[config.mk]
export PLATFORM = sky130hd
export DESIGN_NAME = ttag_unit
export DESIGN_NICKNAME = d
export VERILOG_FILES = /design/src/rtl/ttag_pkg.sv /design/src/rtl/ttag_sync_dec.sv /design/src/rtl/ttag_host_ctl.sv /design/src/rtl/ttag_counter.sv /design/src/rtl/ttag_match.sv /design/src/rtl/ttag_unit.sv
export SDC_FILE = /design/constraint.sdc
export NUM_CORES = 1
export LEC_CHECK = 0
export BUFFER_PORTS_ARGS = -buffer_cell sky130_fd_sc_hd__clkbuf_2
export CAP_MARGIN = 20
export CORE_ASPECT_RATIO = 1.75
export CORE_MARGIN = 3
export CORE_UTILIZATION = 30
export DETAILED_ROUTE_END_ITERATION = 7
export HOLD_SLACK_MARGIN = 0.15
export PLACE_DENSITY = 0.61
export SETUP_SLACK_MARGIN = 0.1
export SLEW_MARGIN = 20
export SYNTH_ARGS = -nofsm -noshare
export SYNTH_HDL_FRONTEND = slang
export SYNTH_SLANG_ARGS = --single-unit
[constraint.sdc]
create_clock -name clk -period 1.8 [get_ports clk]
set_input_delay 0.18 -clock clk [delete_from_list [all_inputs] [get_ports clk]]
set_output_delay 0.18 -clock clk [all_outputs]
set_load 0.02 [all_outputs]
[src/rtl/ttag_pkg.sv]
package ttag_pkg;

  typedef enum logic [1:0] {
    OPT_HOST   = 2'b00,
    OPT_EVEN   = 2'b01,
    OPT_ODD    = 2'b10,
    OPT_ALWAYS = 2'b11
  } ttag_opt_e;

  typedef enum logic [1:0] {
    ACT_NONE    = 2'b00,
    ACT_CLEAR   = 2'b01,
    ACT_LOAD    = 2'b10,
    ACT_CAPTURE = 2'b11
  } ttag_act_e;

endpackage

[src/rtl/ttag_sync_dec.sv]
module ttag_sync_dec
  import ttag_pkg::*;
#(
  parameter int W = 16
) (
  input  logic         clk,
  input  logic         rst_n,
  input  logic         soft_rst,
  input  logic         sync_nodata_stb,
  input  logic         sync_data_stb,
  input  logic         cmd_bcast,
  input  logic [W-1:0] cmd_data,
  input  logic [1:0]   sync_opt,
  output logic         sync_clr,
  output logic         sync_ld,
  output logic [W-1:0] sync_val,
  output logic         sync_evt,
  output logic         stat_release
);

  ttag_opt_e opt;
  logic      data_ok;
  logic      pend_d, pend_q;
  logic      rel_d, rel_q;

  // option filter: the lowest data bit selects in the two split modes
  always_comb begin
    opt = ttag_opt_e'(sync_opt);
    unique case (opt)
      OPT_HOST:   data_ok = 1'b0;
      OPT_EVEN:   data_ok = ~cmd_data[0];
      OPT_ODD:    data_ok = cmd_data[0];
      OPT_ALWAYS: data_ok = 1'b1;
      default:    data_ok = 1'b0;
    endcase
  end

  always_comb begin
    sync_clr = sync_nodata_stb & ~soft_rst;
    sync_ld  = sync_data_stb & data_ok & ~sync_nodata_stb & ~soft_rst;
    sync_val = cmd_data;
    sync_evt = sync_clr | sync_ld;
  end

  // stage 1 marks a reply owed; stage 2 releases it once the count has settled
  always_comb begin
    pend_d = (sync_nodata_stb | sync_data_stb) & ~cmd_bcast & ~soft_rst;
    rel_d  = pend_q & ~soft_rst;
  end

  always_ff @(posedge clk or negedge rst_n) begin
    if (!rst_n) begin
      pend_q <= 1'b0;
      rel_q  <= 1'b0;
    end else begin
      pend_q <= pend_d;
      rel_q  <= rel_d;
    end
  end

  assign stat_release = rel_q;

endmodule

[src/rtl/ttag_host_ctl.sv]
module ttag_host_ctl
  import ttag_pkg::*;
#(
  parameter int W = 16
) (
  input  logic         clk,
  input  logic         rst_n,
  input  logic         soft_rst,
  input  logic         host_act_we,
  input  logic [1:0]   host_act,
  input  logic         host_util_we,
  input  logic [W-1:0] host_util_wdata,
  input  logic         sync_evt,
  input  logic [W-1:0] count_q,
  output logic [1:0]   act_q,
  output logic [W-1:0] util_q,
  output logic         host_clr,
  output logic         host_ld
);

  ttag_act_e   act_r, act_d;
  logic [W-1:0] util_r, util_d;
  logic         util_en;
  logic         exec_ok;
  logic         do_cap;

  // a pending code runs in the cycle after it is written, unless a sync event takes the counter
  always_comb begin
    exec_ok  = ~soft_rst & ~sync_evt;
    host_clr = exec_ok & (act_r == ACT_CLEAR);
    host_ld  = exec_ok & (act_r == ACT_LOAD);
    do_cap   = exec_ok & (act_r == ACT_CAPTURE);
  end

  always_comb begin
    if (soft_rst)         act_d = ACT_NONE;
    else if (host_act_we) act_d = ttag_act_e'(host_act);
    else                  act_d = ACT_NONE;
  end

  always_comb begin
    util_en = do_cap | host_util_we;
    util_d  = do_cap ? count_q : host_util_wdata;
  end

  always_ff @(posedge clk or negedge rst_n) begin
    if (!rst_n) act_r <= ACT_NONE;
    else        act_r <= act_d;
  end

  always_ff @(posedge clk or negedge rst_n) begin
    if (!rst_n)       util_r <= '0;
    else if (util_en) util_r <= util_d;
  end

  assign act_q  = act_r;
  assign util_q = util_r;

endmodule

[src/rtl/ttag_counter.sv]
module ttag_counter #(
  parameter int W = 16
) (
  input  logic         clk,
  input  logic         rst_n,
  input  logic         soft_rst,
  input  logic         tick_en,
  input  logic         sync_clr,
  input  logic         sync_ld,
  input  logic [W-1:0] sync_val,
  input  logic         host_clr,
  input  logic         host_ld,
  input  logic [W-1:0] host_val,
  output logic [W-1:0] count_q
);

  localparam logic [W-1:0] ONE = W'(1);

  logic [W-1:0] cnt_r, cnt_d;
  logic         cnt_en;

  // priority: soft reset, sync clear, sync load, host clear, host load, tick
  always_comb begin
    cnt_en = soft_rst | sync_clr | sync_ld | host_clr | host_ld | tick_en;
    if (soft_rst | sync_clr) cnt_d = '0;
    else if (sync_ld)        cnt_d = sync_val;
    else if (host_clr)       cnt_d = '0;
    else if (host_ld)        cnt_d = host_val;
    else                     cnt_d = cnt_r + ONE;
  end

  always_ff @(posedge clk or negedge rst_n) begin
    if (!rst_n)      cnt_r <= '0;
    else if (cnt_en) cnt_r <= cnt_d;
  end

  assign count_q = cnt_r;

endmodule

[src/rtl/ttag_match.sv]
module ttag_match #(
  parameter int W = 16
) (
  input  logic         clk,
  input  logic         rst_n,
  input  logic         match_ie,
  input  logic [W-1:0] count_q,
  input  logic [W-1:0] util_q,
  output logic         match_irq
);

  logic eq_now;
  logic eq_d, eq_q;
  logic irq_d, irq_q;

  always_comb begin
    eq_now = (count_q == util_q);
    eq_d   = eq_now;
    irq_d  = match_ie & eq_now & ~eq_q;
  end

  // eq_q resets high: the cleared count and cleared utility register are not a new match
  always_ff @(posedge clk or negedge rst_n) begin
    if (!rst_n) begin
      eq_q  <= 1'b1;
      irq_q <= 1'b0;
    end else begin
      eq_q  <= eq_d;
      irq_q <= irq_d;
    end
  end

  assign match_irq = irq_q;

endmodule

[src/rtl/ttag_unit.sv]
module ttag_unit #(
  parameter int W = 16
) (
  input  logic         clk,
  input  logic         rst_n,
  input  logic         soft_rst,
  input  logic         tick_en,
  input  logic         sync_nodata_stb,
  input  logic         sync_data_stb,
  input  logic         cmd_bcast,
  input  logic [W-1:0] cmd_data,
  input  logic [1:0]   sync_opt,
  input  logic         host_util_we,
  input  logic [W-1:0] host_util_wdata,
  input  logic         host_act_we,
  input  logic [1:0]   host_act,
  input  logic         match_ie,
  output logic [W-1:0] count,
  output logic [W-1:0] util_q,
  output logic [1:0]   act_q,
  output logic         match_irq,
  output logic         stat_release
);

  logic         sync_clr, sync_ld, sync_evt;
  logic [W-1:0] sync_val;
  logic         host_clr, host_ld;
  logic [W-1:0] count_w, util_w;

  ttag_sync_dec #(.W(W)) i_sync (
    .clk             (clk),
    .rst_n           (rst_n),
    .soft_rst        (soft_rst),
    .sync_nodata_stb (sync_nodata_stb),
    .sync_data_stb   (sync_data_stb),
    .cmd_bcast       (cmd_bcast),
    .cmd_data        (cmd_data),
    .sync_opt        (sync_opt),
    .sync_clr        (sync_clr),
    .sync_ld         (sync_ld),
    .sync_val        (sync_val),
    .sync_evt        (sync_evt),
    .stat_release    (stat_release)
  );

  ttag_host_ctl #(.W(W)) i_host (
    .clk             (clk),
    .rst_n           (rst_n),
    .soft_rst        (soft_rst),
    .host_act_we     (host_act_we),
    .host_act        (host_act),
    .host_util_we    (host_util_we),
    .host_util_wdata (host_util_wdata),
    .sync_evt        (sync_evt),
    .count_q         (count_w),
    .act_q           (act_q),
    .util_q          (util_w),
    .host_clr        (host_clr),
    .host_ld         (host_ld)
  );

  ttag_counter #(.W(W)) i_cnt (
    .clk      (clk),
    .rst_n    (rst_n),
    .soft_rst (soft_rst),
    .tick_en  (tick_en),
    .sync_clr (sync_clr),
    .sync_ld  (sync_ld),
    .sync_val (sync_val),
    .host_clr (host_clr),
    .host_ld  (host_ld),
    .host_val (util_w),
    .count_q  (count_w)
  );

  ttag_match #(.W(W)) i_match (
    .clk       (clk),
    .rst_n     (rst_n),
    .match_ie  (match_ie),
    .count_q   (count_w),
    .util_q    (util_w),
    .match_irq (match_irq)
  );

  assign count  = count_w;
  assign util_q = util_w;

endmodule

== Word-level counts from Yosys, hierarchy flattened ==
Index checks and enable logic that the tools add are counted.
Cells by class
  multiplexer cells: 8
  bitwise gates (word level): 27
  reduce and logical (&&, ||, !) cells: 1
  add/subtract/negate cells: 1
  equality and inequality tests: 7
Operator list (count)
  $mux W16: 5
  $add A16 B1 Y16 const B: 1
  $eq A16 B16 Y1: 1
  $and A1 B1 Y1: 13
  $eq A2 B2 Y1 const B: 4
  $or A1 B1 Y1: 8
  $not A1 Y1: 6
  $eq A2 B1 Y1 const B: 2
  $mux W2: 2
  $pmux W1 S4: 1
  $logic_not A2 Y1: 1
Word-level totals
  logic and storage cells: 51
  input port bits: 46
  output and inout port bits: 36
  register bits after elaboration: 38

== Longest topological paths before layout ==
  word-level depth: 13
  mapped depth: 6
  depth with buffers taken out: 5

== Cells and area by module ==
From an unflattened synthesis, not the netlist that was laid out.
Second synthesis, totals
  cell total of the unflattened synthesis: 259
  area total of the unflattened synthesis: 2786.4 um^2
Modules (own cells, without submodules)
  ttag_counter: area an instance 1326.3 um^2, sequential area each 400.4 um^2, instances 1, cells an instance 150
  ttag_host_ctl: area an instance 992.2 um^2, sequential area each 450.4 um^2, instances 1, cells an instance 59
  ttag_match: area an instance 237.7 um^2, sequential area each 51.3 um^2, instances 1, cells an instance 24
  ttag_sync_dec: area an instance 230.2 um^2, sequential area each 50.0 um^2, instances 1, cells an instance 26

== Least setup slack after synthesis ==
No wires, ideal clock.
  kind: reg2reg
  start: reg i_cnt.cnt_r[8] (netlist: i_cnt.count_q[8])
  end: reg i_cnt.cnt_r[15] (netlist: i_cnt.count_q[15])
  path slack: 0.021 ns
  period minus slack after synthesis: 1.779 ns
  arrival time: 1.709 ns
  library setup time: 0.070 ns
  buffers on the path: 1
  data required time: 1.730 ns
  cell stages (with the launch flop): 6
  cells stage by stage: dfrtp_1 buf_2 nand4_2 or2_2 or4b_1 nand3_1
Between the ends
  word-level cells in the longest chain between the ends: 5
RTL lines
  start, declared: RTL line ttag_counter.sv:19  | logic [W-1:0] cnt_r, cnt_d;
  start signal, assigned: RTL line ttag_counter.sv:34  | else if (cnt_en) cnt_r <= cnt_d;
  $add A16 B1 Y16: RTL line ttag_counter.sv:29  | else cnt_d = cnt_r + ONE;
  $mux W16: RTL line ttag_counter.sv:28  | else if (host_ld) cnt_d = host_val;
  $mux W16: RTL line ttag_counter.sv:27  | else if (host_clr) cnt_d = '0;
  $mux W16: RTL line ttag_counter.sv:26  | else if (sync_ld) cnt_d = sync_val;
  $mux W16: RTL line ttag_counter.sv:25  | if (soft_rst | sync_clr) cnt_d = '0;
No other way between the ends.
A chain may end at the register's enable or synchronous reset.

== Worst setup path after layout ==
  start: reg i_cnt.cnt_r[11] (netlist: i_cnt.count_q[11])
  end: reg i_cnt.cnt_r[15] (netlist: i_cnt.count_q[15])
The elaborated chain is that of the path after synthesis.

==> qor.txt <==
Worst min-delay path category = input pin to register
Placed cell area = 0.003169 mm2
CTS root buf = clkbuf_16
Pwr per Cell Area = 659.0 mW/mm2
Max transition margin = 53.78%
Filler cells = 830
CTS HTree Levels = 2
Most common library cells after synthesis = dfrtp_1, nand2_1, o21ai_0, mux2i_1, xnor2_1
Max Slew Vio Count = 0
Worst slew pin tran = 0.6933 ns
Fin crit period = 1.685 ns
Die height = 127.6 um
Mapped Cells = 284
Clock-pin slew on the worst setup and hold paths = 0.06 ns
Max Freq = 0.5935 GHz
Flop2flop setup slack = 0.11 ns
R2R Path Start = i_cnt.count_q[11]
Worst Hold End = i_cnt.count_q[7]
Vias in the first global route = 2,756
Largest net degree at the start of global routing = 33
Period utilization = 93.61%
DRC Markers = 0
VDD IR max = 0.4588 mV
Max_cap viols = 0
GP Congestion = 0.9068
Register area share after synthesis = 37.56%
Min-delay src = cmd_data[7]
Syn_area_per_cell = 8.926 um2
Worst Hold Depth = 3
Crit path launch type = register
All-Layer GR Usage = 19.29%
Synth area leaders = dfrtp_1, mux2i_1, xnor2_1
Arr. time, crit path = 1.91 ns
Clock sink total = 38
Wire per inst = 17.85 um
Via Count = 2,667
Final setup violating endpoints = 0
Seq cells post-synth = 38
Post-DP HPWL = 6620 um
Clk_lat worst skew = 0.29 ns
Leak = 1.602 nW
Crit path required time = 2.02 ns
Crit path kind = register to register
Final wirelength = 8780 um
Drt first pass iters = 5
Reg2Reg Depth = 4
Ys flop type = dfrtp_1
Final Hold Fails = 0
CTS tree = done
Antenna Violating Nets Remaining = 0
First-pass GRT wire length = 14,090 um
Initial Utilization = 31.41%
Syn Nets = 331
Worst reg2reg endpoint = i_cnt.count_q[15]
Std-Cell Rows = 43
CP endpoint kind = register
Post-synthesis cell area = 0.002535 mm2
Die footprint = 0.009632 mm2
RSZ-0062 raised after global routing = true
Inserted Diodes = 0
Area grow syn2layout = 42.65%
Post-Route Skew = 0.008438 ns
Post-synth EDFFs = 0
CTS Buf Count = 5
Design area = 0.003616 mm2
Top-count cell post-synth = dfrtp_1
Synth top area share = 36.53%
Deepest clock path buffer count = 2
Port-buffer cells = 81
Number of synthesis warnings = 0
Initial antenna violation count = 0
Core ar. = 0.008070 mm2
Ports = 82
Drt initial violations = 163
Synth area leader = dfrtp_1
Grt ovf = 0
Post-synth ARST share = 100.0%
Nets = 448
Status = complete, no violations
Worst Path Max Fanout = 4
Die width = 75.49 um
Share of layout cells above drive strength 1 = 38.06%
Via density = 5.421
Yosys cell types = 48
Fin Setup TNS = 0 ns
area by class of cell:
type / count / area [um2] / share of cell area, %
Timing Repair Buffer: 137 / 878.3 / 24.29
Clock buffer: 7 / 142.6 / 3.945
Sequential cell: 38 / 964.7 / 26.68
Inverter: 6 / 22.52 / 0.6228
Tap cell: 90 / 112.6 / 3.114
Multi-Input combinational cell: 213 / 1490 / 41.21
Clock inverter: 1 / 5.005 / 0.1384
worst max-delay path: stages (launching register included):
cell	delay, ns
dfrtp_1	0.47
nand3_1	0.20
or2_2	0.34
or4b_1	0.51
nand3_1	0.10
worst max-delay path by stage:
stage                                 start           endpoint  slack (ns)  cells after the start
final                     i_cnt.count_q[11]  i_cnt.count_q[15]        0.11                      4
after global routing       i_cnt.count_q[0]  i_cnt.count_q[10]        0.03                      6
after CTS                  i_cnt.count_q[0]  i_cnt.count_q[14]        0.11                      6
after detailed placement   i_cnt.count_q[0]  i_cnt.count_q[12]        0.05                      5
after global placement     i_cnt.count_q[0]  i_cnt.count_q[12]        0.09                      5
after floorplan           i_cnt.count_q[11]  i_cnt.count_q[15]        0.11                      5
per-stage QoR:
stage | worst slack, ns | instances | total power, mW | util (%) | hold WS [ns]
2_1_floorplan | 0.1054 | 284 | 1.240 | - | -0.1156
3_3_place_gp | 0.09282 | 457 | 1.448 | 39.27 | 0.1370
3_5_place_dp | 0.05422 | 457 | 1.454 | 39.27 | 0.1417
4_1_cts | 0.1129 | 482 | 2.388 | 43.36 | 0.1507
5_1_grt | 0.03475 | 492 | 2.493 | 44.81 | 0.1641
6_report | 0.1150 | 492 | 2.383 | 44.81 | 0.1468
sequential cells by signal, summed over array words and instances, names as in the netlist:
signal	cells
i_cnt.count_q	16
i_host.util_q	16
i_host.act_q	2
i_match.eq_q	1
i_match.match_irq	1
i_sync.pend_q	1
i_sync.stat_release	1
layer usage:
metal,vias to the layer above,wire length [um],GRT usage (%)
met2,90,4890,34.13
met4,0,283,8.754
met5,-,0,0
met1,1280,3213,21.57
met3,21,393,3.386
li1,1276,-,-
cell usage in the layout (no fill, tap or decap), drive strengths merged, types with 5 or more instances in the layout:
cell type     n
clkbuf       88
buf          40
dfrtp        37
nand2        34
o21ai        26
mux2i        23
xnor2        19
dlygate4sd3  16
nand4        14
a22oi        12
nand3        10
nor2          8
nor3          8
inv           6
o31ai         5
cell families (layout without fill, tap and decap cells):
group | Yosys count | in the layout | share of synthesized area [%]
AND/OR/NAND/NOR | 96 | 96 | 19.74
adder cells (fa/ha/maj) | 1 | 1 | 0.4935
multiplexers | 24 | 24 | 9.674
flip-flops | 38 | 38 | 37.56
AO/OA/AOI/OAI | 71 | 71 | 19.60
XOR/XNOR | 21 | 21 | 7.256
buffers and inverters | 33 | 151 | 5.676
power by group:
part           switching, mW  internal [mW]  total (mW)
combinational          0.269          0.225       0.494
clock                  0.356          0.550       0.905
sequential            0.0755          0.908       0.984
total                  0.700           1.68        2.38
repair_timing:
action                                 in CTS  in global routing
gates cloned                                0                  0
pin swaps                                   0                  3
setup buffers                               2                  9
resized for setup                           3                  9
endpoints found under the hold margin      26                  1
setup endpoints to repair                   5                 11
hold buffers                               15                  1
Power figures use the tool's default switching activity.
